**config.mk**
```make
export PLATFORM = sky130hd
export DESIGN_NAME = color_matrix
export DESIGN_NICKNAME = d
export VERILOG_FILES = /design/src/rtl/color_matrix.sv
export SDC_FILE = /design/constraint.sdc
export NUM_CORES = 2
export LEC_CHECK = 0
export BUFFER_PORTS_ARGS = -buffer_cell sky130_fd_sc_hd__buf_2
export CORE_MARGIN = 2
export CORE_UTILIZATION = 52
export CTS_CLUSTER_SIZE = 28
export DETAILED_ROUTE_END_ITERATION = 10
export PLACE_DENSITY = 0.72
export SETUP_SLACK_MARGIN = 0.2
export SLEW_MARGIN = 20
export SYNTH_ARGS = -nofsm -noshare
export SYNTH_HDL_FRONTEND = slang
export SYNTH_SLANG_ARGS = --single-unit
```
**constraint.sdc**
```tcl
create_clock -name clk -period 12.4 [get_ports clk]
set_input_delay 1.24 -clock clk [delete_from_list [all_inputs] [get_ports clk]]
set_output_delay 1.24 -clock clk [all_outputs]
set_load 0.01 [all_outputs]
```
**src/rtl/color_matrix.sv**
```systemverilog
module color_matrix #(
  parameter int COMP_W     = 10,
  parameter int COEF_W     = 15,
  parameter int FRAC_W     = 12,
  parameter int N_COEF     = 12,
  parameter int ADDR_W     = 8,
  parameter int DATA_W     = 32,
  parameter int CTRL_ADDR  = 'h40,
  parameter int EN_BIT     = 4,
  parameter int COMMIT_BIT = 0
) (
  input  logic              clk,
  input  logic              rst_n,
  input  logic              cfg_we,
  input  logic [ADDR_W-1:0] cfg_addr,
  input  logic [DATA_W-1:0] cfg_wdata,
  input  logic              pix_valid,
  input  logic              pix_sof,
  input  logic [COMP_W-1:0] pix_r,
  input  logic [COMP_W-1:0] pix_g,
  input  logic [COMP_W-1:0] pix_b,
  output logic              out_valid,
  output logic [COMP_W-1:0] out_r,
  output logic [COMP_W-1:0] out_g,
  output logic [COMP_W-1:0] out_b
);
  localparam int IDX_W  = $clog2(N_COEF);
  localparam int PROD_W = COMP_W + COEF_W + 1;
  localparam int ACC_W  = PROD_W + 3;
  localparam logic [IDX_W-1:0]        LAST_IDX = IDX_W'(N_COEF - 1);
  localparam logic [COEF_W-1:0]       UNITY    = COEF_W'(1 << FRAC_W);
  localparam logic signed [ACC_W-1:0] HALF     = ACC_W'(1 << (FRAC_W - 1));
  localparam logic signed [ACC_W-1:0] TOP      = ACC_W'((1 << COMP_W) - 1);

  typedef logic [N_COEF-1:0][COEF_W-1:0] bank_t;

  function automatic bank_t unity_bank();
    bank_t b = '0;
    for (int k = 0; k < 3; k++) b[4*k] = UNITY;
    return b;
  endfunction

  bank_t shadow, active, cur;
  logic  sh_en, act_en, cur_en, pend;

  wire commit_now = pend & pix_valid & pix_sof;
  assign cur    = commit_now ? shadow : active;
  assign cur_en = commit_now ? sh_en  : act_en;

  wire [IDX_W-1:0] widx = cfg_addr[IDX_W+1:2];
  wire coef_hit = (cfg_addr[1:0] == 2'b00) && (cfg_addr[ADDR_W-1:IDX_W+2] == '0) && (widx <= LAST_IDX);
  wire ctrl_hit = (cfg_addr == ADDR_W'(CTRL_ADDR));
  logic unused_wdata;
  assign unused_wdata = ^cfg_wdata;

  always_ff @(posedge clk or negedge rst_n) begin
    if (!rst_n) begin
      shadow <= unity_bank();
      active <= unity_bank();
      sh_en  <= 1'b0;
      act_en <= 1'b0;
      pend   <= 1'b0;
    end else begin
      if (commit_now) begin
        active <= shadow;
        act_en <= sh_en;
        pend   <= 1'b0;
      end
      if (cfg_we && !pend) begin
        if (ctrl_hit) begin
          sh_en <= cfg_wdata[EN_BIT];
          if (cfg_wdata[COMMIT_BIT]) pend <= 1'b1;
        end else if (coef_hit) begin
          shadow[widx] <= cfg_wdata[COEF_W-1:0];
        end
      end
    end
  end

  logic [2:0][COMP_W-1:0] pin;
  assign pin = {pix_b, pix_g, pix_r};

  logic                         s1_v, s2_v, s3_v;
  logic                         s1_en, s2_en;
  logic [2:0][COMP_W-1:0]       s1_pix, s2_pix, o;
  logic signed [PROD_W-1:0]     s1_prod [9];
  logic signed [COEF_W-1:0]     s1_off  [3];
  logic signed [ACC_W-1:0]      s2_acc  [3];
  logic signed [ACC_W-1:0]      q       [3];

  always_ff @(posedge clk or negedge rst_n) begin
    if (!rst_n) {s1_v, s2_v, s3_v} <= '0;
    else        {s1_v, s2_v, s3_v} <= {pix_valid, s1_v, s2_v};
  end

  always_ff @(posedge clk) begin
    s1_en  <= cur_en;
    s1_pix <= pin;
    for (int i = 0; i < 3; i++) begin
      for (int j = 0; j < 3; j++)
        s1_prod[3*i+j] <= PROD_W'($signed({1'b0, pin[j]})) * PROD_W'($signed(cur[3*i+j]));
      s1_off[i] <= $signed(cur[9+i]);
    end
  end

  always_ff @(posedge clk) begin
    s2_en  <= s1_en;
    s2_pix <= s1_pix;
    for (int i = 0; i < 3; i++)
      s2_acc[i] <= ACC_W'(s1_prod[3*i]) + ACC_W'(s1_prod[3*i+1]) + ACC_W'(s1_prod[3*i+2])
                 + (ACC_W'(s1_off[i]) <<< FRAC_W) + HALF;
  end

  always_comb begin
    for (int i = 0; i < 3; i++) q[i] = s2_acc[i] >>> FRAC_W;
  end

  always_ff @(posedge clk) begin
    for (int i = 0; i < 3; i++) begin
      if (!s2_en)          o[i] <= s2_pix[i];
      else if (q[i] < 0)   o[i] <= '0;
      else if (q[i] > TOP) o[i] <= '1;
      else                 o[i] <= q[i][COMP_W-1:0];
    end
  end

  assign out_valid = s3_v;
  assign out_r     = o[0];
  assign out_g     = o[1];
  assign out_b     = o[2];
endmodule

```
==> results_dict.tcl <==
set metrics [dict create \
    endpoint_kind "flop" \
    seq_area_frac_synth 0.220 \
    rsz0062_at_grt "no" \
    post-synth-top-count-cell "inv_1" \
    grt_pass1_wl_um 299000 \
    vias_per_cell 5.20 \
    critPathLaunch "pix_valid" \
    grt_use_total 0.240 \
    synth-edff-count 0 \
    worstReg2RegStart "pend" \
    drt_pass1_iterations 6 \
    syn_avg_cell_area_um2 10.1 \
    post_drt_wl_per_cell_um 18.0 \
    layout-drive-gt1-share 0.0888 \
    rr_worst_depth 24 \
    crit_path_top_delay_cell "fa_1" \
    powerDensity_nw_per_um2 68.3 \
    maxSlewViolCount 0 \
    arrival_ns 8.25 \
    leakage_nw 46.2 \
    start_util 0.522 \
    postCtsHoldBufs 0 \
    ios 106 \
    cts_max_path_buffers 3 \
    dp_hpwl_um 134000 \
    htreeDepth 3 \
    startpoint_type "primary input" \
    finalCritPeriodShare 0.615 \
    clkSlewWorstSetupHoldPaths_ns 0.06 \
    setup_ws_ns 4.78 \
    cap_violations 0 \
    required_ns 13.03 \
    r2r_setup_slack_ns 5.01 \
    cp-endpoint "s1_prod[0][24]" \
    numCtsBuffers 89 \
    num_vias 51600 \
    fin_skew_ns 0.0403 \
    synth_top_area_frac 0.338 \
    antenna_found_initial 11 \
    grt_pass1_vias 56500 \
    core-area_um2 154000 \
    relSlewSlack 0.220 \
    final_util 0.556 \
    synth_nets 9990 \
    status "complete, no violations" \
    wirelength_met1_um 77400 \
    fin_crit_ns 7.62 \
    synth_top_flop_cell "dfxtp_1" \
    syn_inst 7923 \
    setup_viol 0 \
    hold_viol_final 0 \
    routed.top_layer "met4" \
    synthTopCellsByArea "fa_1 34%, dfrtp_1 11%, dfxtp_1 11%" \
    die_h_um 397 \
    ir_drop_mv 0.118 \
    worst-path-buf-inv 6 \
    cts_num_sinks 788 \
    tns_ns 0 \
    synth-seq-cells 788 \
    preCtsSetupSlack_ns 4.14 \
    power.total_mw 5.83 \
    routabilityCongestion 0.854 \
    die_w_um 397 \
    worstMarginPinSlew_ns 1.17 \
    async_flop_share 0.464 \
    hp-class "flop to flop" \
    finalWirelength_um 179000 \
    synth_cell_type_count 75 \
    dieArea_um2 157000 \
    drt_iter0_drc 2749 \
    cp_top_family "adder cells" \
    final_nets 9877 \
    slowest_delay_ns 0.54 \
    insertion_delay_ns 0.71 \
    post_cts_buffers 0 \
    max_freq_ghz 0.131 \
    crit_top_cell "fa_1" \
    synth_warnings 0 \
    synthToLayoutAreaGrowth_pct 6.50 \
    drcViolationCount 0 \
    syn-cell-area_um2 80200 \
    gr-total-overflow 0 \
    grt_start_max_net_pins 93 \
    wl_met2_um 85800 \
    cts-root-buf "clkbuf_16" \
    ant_nets 0 \
    worstSetupPathType "primary input to flop" \
    synth_top_cell_by_area "fa_1" \
    cts_resized 0 \
    synth_commonest_cells "1762 x inv_1, 1353 x fa_1, 752 x and2_1" \
    reg2reg_to "s1_prod[0][24]" \
    path_depth 25 \
    wl_met3_um 8990 \
    num_rows 144 \
    port_buffers 88 \
    tritoncts "yes" \
    crit_path_max_fanout 92 \
]
worst register-to-register path: cells and delay by family (launching register included):
kind | cells | cell delay [ns]
buffers and inverters | 5 | 0.66
AOI/OAI and AO/OA | 8 | 1.56
xor gates and xnor gates | 1 | 0.14
DFF | 1 | 0.42
and+or+nand+nor | 3 | 1.04
adders and majority gates | 6 | 2.77
muxes | 1 | 0.73
worst min-delay path by stage:
stage	endpoint	start	cells past startpoint
2_1_floorplan	s2_en	s1_en	0
3_3_place_gp	s2_pix[8]	s1_pix[8]	0
3_5_place_dp	s2_pix[5]	s1_pix[5]	0
4_1_cts	s2_pix[23]	s1_pix[23]	0
5_1_grt	s2_pix[17]	s1_pix[17]	0
6_report	s2_pix[1]	s1_pix[1]	0
metal layers:
| metal | vias up | global-route usage |
|---|---|---|
| met3 | 294 | 0.0344 |
| met4 | 0 | 0.0828 |
| li1 | 23600 | - |
| met1 | 26600 | 0.324 |
| met5 | - | 0 |
| met2 | 1182 | 0.397 |
final cells by class:
class                   instances  area (µm²)
repair buffers                125         753
diodes                          3        7.51
well taps                    2044        2560
flip-flops and latches        788       17600
clock buffers                 119        2530
inverters                    1762        6610
clock inverters                48         587
multi-input cells            5044       54700
fillers                     13100       68100
cells in the final DEF (no fill, tap or decap), types with 71 or more instances in the layout:
cell,count
inv_1,1762
fa_1,1353
and2_1,752
nand2_1,698
ha_1,639
dfxtp_1,421
mux2_2,388
dfrtp_1,360
xnor2_1,217
nor2_1,202
a21oi_1,156
clkbuf_16,93
buf_2,87
a21o_1,75
o21ai_0,71
per-stage QoR:
stage	instances	hold slack, ns	instance area, µm²
2_1_floorplan	7923	0.310	80200
3_3_place_gp	9763	0.310	82200
3_5_place_dp	9763	0.312	82200
4_1_cts	9930	0.326	85400
5_1_grt	9930	0.331	85400
6_report	9933	0.323	85400
cell families (layout without fill, tap and decap cells):
group,count (synthesis),after routing,synth area share
adders and majority gates,1992,1992,0.438
and+or+nand+nor,1868,1868,0.117
AOI/OAI and AO/OA,519,519,0.0431
muxes,388,388,0.0545
DFF,788,788,0.220
other,0,3,0
buffers and inverters,2091,2054,0.0980
xor gates and xnor gates,277,277,0.0303
power breakdown:
part           switching, mW  internal [mW]
Combinational          0.275          0.109
Sequential            0.0299           2.61
Clock                   1.17           1.63
Total                   1.48           4.35
registers in the layout, indices dropped and copies added, names as in the netlist, 10 cells and up:
signal and cells:
active 180, out_b 10, s1_pix 30, s1_off 45, s2_acc 51, shadow 180, s2_pix 30, out_r 10
out_g 10, s1_prod 234
Note: power is estimated with default switching activity, not from simulation.
